[src/rtl/cpwm_pkg.sv]
package cpwm_pkg;

   // Polarity selection applied after the compare stage
   typedef enum logic {
      POL_NORMAL = 1'b0,
      POL_INVERT = 1'b1
   } cpwm_pol_e;

   // Raise a value to a floor
   function automatic int unsigned floor_to(input int unsigned v, input int unsigned lo);
      return (v < lo) ? lo : v;
   endfunction

   // Limit a value to a ceiling
   function automatic int unsigned ceil_to(input int unsigned v, input int unsigned hi);
      return (v > hi) ? hi : v;
   endfunction

endpackage

[src/rtl/cpwm_cond.sv]
// Input conditioning: floor on the period, ceiling on the duty
module cpwm_cond #(
   parameter int unsigned W       = 4,
   parameter int unsigned MIN_PER = 3
) (
   input  logic [W-1:0] raw_per,
   input  logic [W-1:0] raw_duty,
   output logic [W-1:0] eff_per,
   output logic [W-1:0] eff_duty
);
   localparam logic [W-1:0] FLOOR = W'(MIN_PER);

   generate
      if (MIN_PER > 1) begin : g_floor
         always_comb begin
            eff_per = (raw_per < FLOOR) ? FLOOR : raw_per;
         end
      end else begin : g_floor_one
         // A floor of one only has to replace a zero request
         always_comb begin
            eff_per = (raw_per == '0) ? W'(1) : raw_per;
         end
      end
   endgenerate

   always_comb begin
      eff_duty = (raw_duty > eff_per) ? eff_per : raw_duty;
   end
endmodule

[src/rtl/cpwm_cnt.sv]
// Period counter: runs 0 .. eff_per-1, parked at 0 while not running
module cpwm_cnt #(
   parameter int unsigned W = 4
) (
   input  logic         clk,
   input  logic         rst_n,
   input  logic         run,
   input  logic [W-1:0] eff_per,
   output logic [W-1:0] cnt_q
);
   logic [W-1:0] last;
   logic         wrap;

   always_comb begin
      last = eff_per - W'(1);
      // ">=" also catches a count left above a period that just shrank
      wrap = (cnt_q >= last);
   end

   always_ff @(posedge clk or negedge rst_n) begin
      if (!rst_n) begin
         cnt_q <= '0;
      end else if (!run) begin
         cnt_q <= '0;
      end else if (wrap) begin
         cnt_q <= '0;
      end else begin
         cnt_q <= cnt_q + W'(1);
      end
   end
endmodule

[src/rtl/cpwm_drive.sv]
// Compare stage, polarity and enable gating
module cpwm_drive
   import cpwm_pkg::*;
#(
   parameter int unsigned W = 4
) (
   input  logic         run,
   input  cpwm_pol_e    pol,
   input  logic [W-1:0] cnt,
   input  logic [W-1:0] eff_duty,
   output logic         pwm,
   output logic         pwm_n
);
   logic raw;
   logic shaped;

   always_comb begin
      raw = (cnt < eff_duty);
      unique case (pol)
         POL_INVERT: shaped = ~raw;
         default:    shaped = raw;
      endcase
      pwm   = run & shaped;
      pwm_n = run & ~shaped;
   end
endmodule

[src/rtl/cpwm_top.sv]
module cpwm_top
   import cpwm_pkg::*;
#(
   parameter int unsigned W       = 4,
   parameter int unsigned MIN_PER = 3
) (
   input  logic         clk,
   input  logic         rst_n,
   input  logic         enable,
   input  logic         invert,
   input  logic [W-1:0] period_in,
   input  logic [W-1:0] duty_in,
   output logic         pwm_out,
   output logic         pwm_comp_out
);
   localparam int unsigned MAX_PER = (1 << W) - 1;

   generate
      if (W < 2) begin : g_bad_width
         $error("cpwm_top: W must be at least 2");
      end
      if (MIN_PER < 1 || MIN_PER > MAX_PER) begin : g_bad_floor
         $error("cpwm_top: MIN_PER must lie in 1 .. 2**W-1");
      end
   endgenerate

   logic [W-1:0] eff_per;
   logic [W-1:0] eff_duty;
   logic [W-1:0] cnt_q;
   cpwm_pol_e    pol;

   assign pol = invert ? POL_INVERT : POL_NORMAL;

   cpwm_cond #(.W(W), .MIN_PER(MIN_PER)) u_cond (
      .raw_per (period_in),
      .raw_duty(duty_in),
      .eff_per (eff_per),
      .eff_duty(eff_duty)
   );

   cpwm_cnt #(.W(W)) u_cnt (
      .clk    (clk),
      .rst_n  (rst_n),
      .run    (enable),
      .eff_per(eff_per),
      .cnt_q  (cnt_q)
   );

   cpwm_drive #(.W(W)) u_drive (
      .run     (enable),
      .pol     (pol),
      .cnt     (cnt_q),
      .eff_duty(eff_duty),
      .pwm     (pwm_out),
      .pwm_n   (pwm_comp_out)
   );
endmodule

[config.mk]
export PLATFORM = sky130hd
export DESIGN_NAME = cpwm_top
export DESIGN_NICKNAME = d
export VERILOG_FILES = /design/src/rtl/cpwm_pkg.sv /design/src/rtl/cpwm_cond.sv /design/src/rtl/cpwm_cnt.sv /design/src/rtl/cpwm_drive.sv /design/src/rtl/cpwm_top.sv
export SDC_FILE = /design/constraint.sdc
export NUM_CORES = 1
export LEC_CHECK = 0
export ABC_AREA = 0
export CORE_AREA = 2 2 39 41
export CTS_BUF_LIST = sky130_fd_sc_hd__clkbuf_16
export DETAILED_ROUTE_END_ITERATION = 6
export DIE_AREA = 0 0 41 43
export DONT_BUFFER_PORTS = 1
export HOLD_SLACK_MARGIN = 0.12
export PLACE_DENSITY_LB_ADDON = 0.2
export SYNTH_ARGS = -nofsm -noshare
export SYNTH_HDL_FRONTEND = slang
export SYNTH_HIERARCHICAL = 1
export SYNTH_SLANG_ARGS = --single-unit
[constraint.sdc]
create_clock -name clk -period 3.1 [get_ports clk]
set_input_delay 0.155 -clock clk [delete_from_list [all_inputs] [get_ports clk]]
set_output_delay 0.155 -clock clk [all_outputs]
set_load 0.02 [all_outputs]
After elaboration in Yosys (flattened, before gate mapping)
Cells that the tools add are included.

Register bits: 4. Bits in latches: 0. Memory bits (writable): 0. ROM bits: 0. Input bits: 12. Output and inout bits: 2. Logic and storage cells: 17. Memories: 0.

Add/subtract/negate cells: 2. $mul: 0. Divide/modulo/power cells: 0. Order comparisons: 4. Equality and inequality tests: 0. Shift operators: 0. Mux-type cells: 6. Bitwise gates (word level): 4. Reduce and logical (&&, ||, !) cells: 0.

Operator list (count): $mux 4 (4); $add 4x1->4 const B (1); $ge 4x4->1 (1); $gt 4x4->1 (1); $lt 4x2->1 const B (1); $lt 4x4->1 (1); $sub 4x1->4 const B (1); $and 1x1->1 (2); $mux 1 (2); $not 1->1 (2).

Depth between registers and ports, before layout
Word-level depth: 9. Mapped depth: 13. Depth with buffers taken out: 13.

Hierarchy
Netlist, hierarchy kept.

Modules (own cells, without submodules): cpwm_cnt (times used 1, cells an instance 29, area an instance 295.3 sq um, sequential area each 100.1 sq um); cpwm_cond (times used 1, cells an instance 22, area an instance 203.9 sq um, sequential area each 0.0 sq um); cpwm_drive (times used 1, cells an instance 16, area an instance 112.6 sq um, sequential area each 0.0 sq um).

Worst setup path after synthesis
OpenSTA, ideal clock, no wires.

Kind: input -> output. Start point: in period_in[3]. End point: out pwm_comp_out. Arrival time: 2.400 ns. Required time: 2.945 ns. Slack: 0.545 ns. Stages: 12. Buffers on the path: 0. Cell sequence: nor2_1 -> or2_2 -> ha_1 -> and4_2 -> a21oi_4 -> mux2_4 -> inv_1 -> ha_1 -> o21a_1 -> nor2_1 -> a21oi_2 -> mux2i_1.

Longest elaborated chain between the ends: 9.

Ends and longest elaborated chain: start: declaration (line cpwm_top.sv:11) `input logic [W-1:0] period_in,`; $lt 4x2->1 (*) (line cpwm_cond.sv:16) `eff_per = (raw_per < FLOOR) ? FLOOR : raw_per;`; $mux 4 (*) (line cpwm_cond.sv:16); named net eff_per[0] (line cpwm_top.sv:27) `logic [W-1:0] eff_per;`; $gt 4x4->1 (*) (line cpwm_cond.sv:27) `eff_duty = (raw_duty > eff_per) ? eff_per : raw_duty;`; $mux 4 (*) (line cpwm_cond.sv:27); named net eff_duty[2] (line cpwm_top.sv:28) `logic [W-1:0] eff_duty;`; $lt 4x4->1 (*) (line cpwm_drive.sv:18) `raw = (cnt < eff_duty);`; $not 1->1 (line cpwm_drive.sv:20) `POL_INVERT: shaped = ~raw;`; $mux 1 (*) (line cpwm_drive.sv:19) `unique case (pol)`; $not 1->1 (*) (line cpwm_drive.sv:24) `pwm_n = run & ~shaped;`; $and 1x1->1 (*) (line cpwm_drive.sv:24); end: declaration (line cpwm_top.sv:14) `output logic pwm_comp_out`.

The timed path passes the listed nets; every way through them passes the cells marked *.

Worst setup path in the final report
Same ends and word-level chain as after synthesis.

==> run summary <==
status = complete, no violations
share of cells above drive strength 1 = 23.2%
total grt overflow = 0
core area = 1380 µm²
layout net count = 96
crit path max fanout = 4
fmax = 376 MHz
Hold Vio Cnt, Final = 0
MaxCap Viol Count = 0
register area share after synthesis = 16.4%
latest clock arrival within the worst-skew pair = 0.23 ns
DR vias/cell = 5.05
critical path data required time = 2.94 ns
Inserted Clock Buffers = 3
Cell Rows = 14
number of buffers added on ports = 0
Pre-Repair DR Iteration Count = 4
first-pass GRT wire length = 1570 µm
Final Critical Period = 2.66 ns
multiplexer share of the synthesized area = 13.1%
syn_nets = 92
CTS clock-pin slew for the worst setup and hold paths = 0.03 ns
CP startpoint kind = input pin
total wire length = 975 µm
post-synthesis register bit count = 4
most common cell after layout, fill and taps aside = ha_1
critical path capture point type = output pin
die area = 1760 µm²
WL/cell = 11.5 µm
vias in the first global route = 375
Starting Density = 44.2%
die height = 43 µm
Mapped Cells = 67
CTS tree = yes
RD Place Congestion = 0.695
Ys Warns = 6
Avg Cell Area, Syn = 9.13 µm²
Routed Antenna Nets = 0
final setup vio count = 0
Worst Path Arrival = 2.51 ns
Synth Area in Adders = 26.6%
Vias = 429
Power Dens Cells = 524 nW/µm²
Synth Area in Compound Gates = 12.3%
Netlist cell types = 26
postcts setup bufs = 0
largest family of logic cells by synthesized area = adder cells
most frequent cells in the layout = ha_1 (13), inv_1 (12), nor2_1 (6)
Largest regs = u_cnt/cnt_q (4)
All-Layer GR Usage = 14.5%
Crit Path Category = in -> out
clk sinks = 4
initial DRC count = 6
setup TNS = 0 ns
# H-tree levels = 1
root buf cell = clkbuf_16
area delta synth->final = 16.0%
fill cell count = 120
DP HPWL = 793 µm
xor/xnor share of the synthesized area = 5.73%
Mapped Area = 612 µm²
simple-gate portion of the synthesized area = 17.4%
VDD IR-drop max = 0.357 mV
unrepaired setup endpoints after global routing = no
die width = 41 µm
largest net degree at the start of global routing = 6
initial antenna violation count = 0
Static Leak = 0.370 nW
drc violations = 0
measured slew at the worst slew-check pin = 0.476 ns
Clock Tree Buf Depth = 2
Setup Skew = 0.00237 ns
I/O pin count = 14
Tcrit/Tclk final = 85.9%
hold slack = 0.205 ns
Antenna diodes = 0
register bank with the most flops = u_cnt/cnt_q
Relative slew margins = 67.3%
worst min path class = in -> async
number of flip-flops in the largest register = 4
Final Max Slew Viols = 0
per-layer routing:
| metal | vias up | wire length (µm) | GRT usage [%] |
|---|---|---|---|
| li1 | 227 | - | - |
| met1 | 186 | 459 | 16.8 |
| met2 | 12 | 413 | 18.4 |
| met3 | 4 | 67 | 7.85 |
| met4 | 0 | 35 | 12.0 |
| met5 | - | 0 | 0 |
cells by family after synthesis:
group / count (synthesis)
compound gates: 8
xor+xnor: 4
fa+ha+maj: 13
buf+inv: 14
flops: 4
mux: 6
simple gates: 18
Yosys cell counts:
master    instances  area (µm²)
a21oi_1           1        5.00
a21oi_2           1        8.76
a21oi_4           1        16.3
and4_2            1        10.0
clkbuf_1          2        7.51
dfrtp_1           4         100
ha_1             13         163
inv_1            12        45.0
mux2_4            4        60.1
mux2i_1           2        20.0
nand2_1           2        7.51
nand2b_1          1        6.26
nand3_1           1        5.00
nor2_1            6        22.5
nor2_2            1        6.26
nor2b_1           1        6.26
nor2b_4           1        13.8
nor3_1            2        10.0
nor3b_2           1        12.5
o211ai_1          1        7.51
o211ai_2          2        25.0
o21a_1            1        7.51
o21ai_1           1        5.00
or2_2             1        6.26
xnor2_1           3        26.3
xor2_1            1        8.76
where the power goes:
group | leakage, nW | internal (mW) | switching [mW]
clock | 0.0370 | 0.165 | 0.0374
combinational | 0.279 | 0.0512 | 0.0508
sequential | 0.0537 | 0.0591 | 0.00858
final timing paths:
path	slack, ns	start	end	cells past startpoint
max	0.44	period_in[3]	pwm_comp_out	12
min	0.21	rst_n	u_cnt/cnt_q[2]$_DFF_PN0_	1
max reg2reg	1.79	u_cnt/cnt_q[0]$_DFF_PN0_	u_cnt/cnt_q[0]$_DFF_PN0_	5
min reg2reg	0.53	u_cnt/cnt_q[0]$_DFF_PN0_	u_cnt/cnt_q[0]$_DFF_PN0_	1
max in group asynchronous	2.72	rst_n	u_cnt/cnt_q[1]$_DFF_PN0_	1
min in group clk	0.24	enable	u_cnt/cnt_q[1]$_DFF_PN0_	3
worst max-delay path, cell delays in order:
cell and delay [ns]:
nor2_1 0.04, or2_2 0.31, ha_1 0.27, and4_2 0.19
a21oi_4 0.20, mux2_4 0.32, inv_1 0.06, ha_1 0.22
o21a_1 0.17, nor2_1 0.11, a21oi_2 0.06, mux2i_1 0.41
through the flow:
step	cells	setup slack (ns)	total power [mW]	util [%]	instance area (µm²)
after floorplan	67	0.545	0.156	-	612
after global placement	81	0.448	0.167	45.1	624
after detailed placement	81	0.444	0.169	45.1	624
after CTS	85	0.426	0.378	51.3	709
after global routing	85	0.257	0.395	51.3	709
final	85	0.438	0.372	51.3	709
layout make-up:
| class | count | area, µm² | share of cell area (%) |
|---|---|---|---|
| Inverter | 12 | 45.0 | 6.35 |
| Clock buffer | 3 | 75.1 | 10.6 |
| Timing Repair Buffer | 1 | 10.0 | 1.41 |
| Multi-Input combinational cell | 49 | 459 | 64.7 |
| Sequential cell | 4 | 100 | 14.1 |
| Tap cell | 16 | 20.0 | 2.82 |
timing repair:
item | in CTS | in global routing
hold endpoints to repair | 4 | 0
gates resized for setup | 0 | 0
setup endpoints to repair | 0 | 0
hold buffers | 1 | 0
Note: power is estimated with default switching activity, not from simulation.
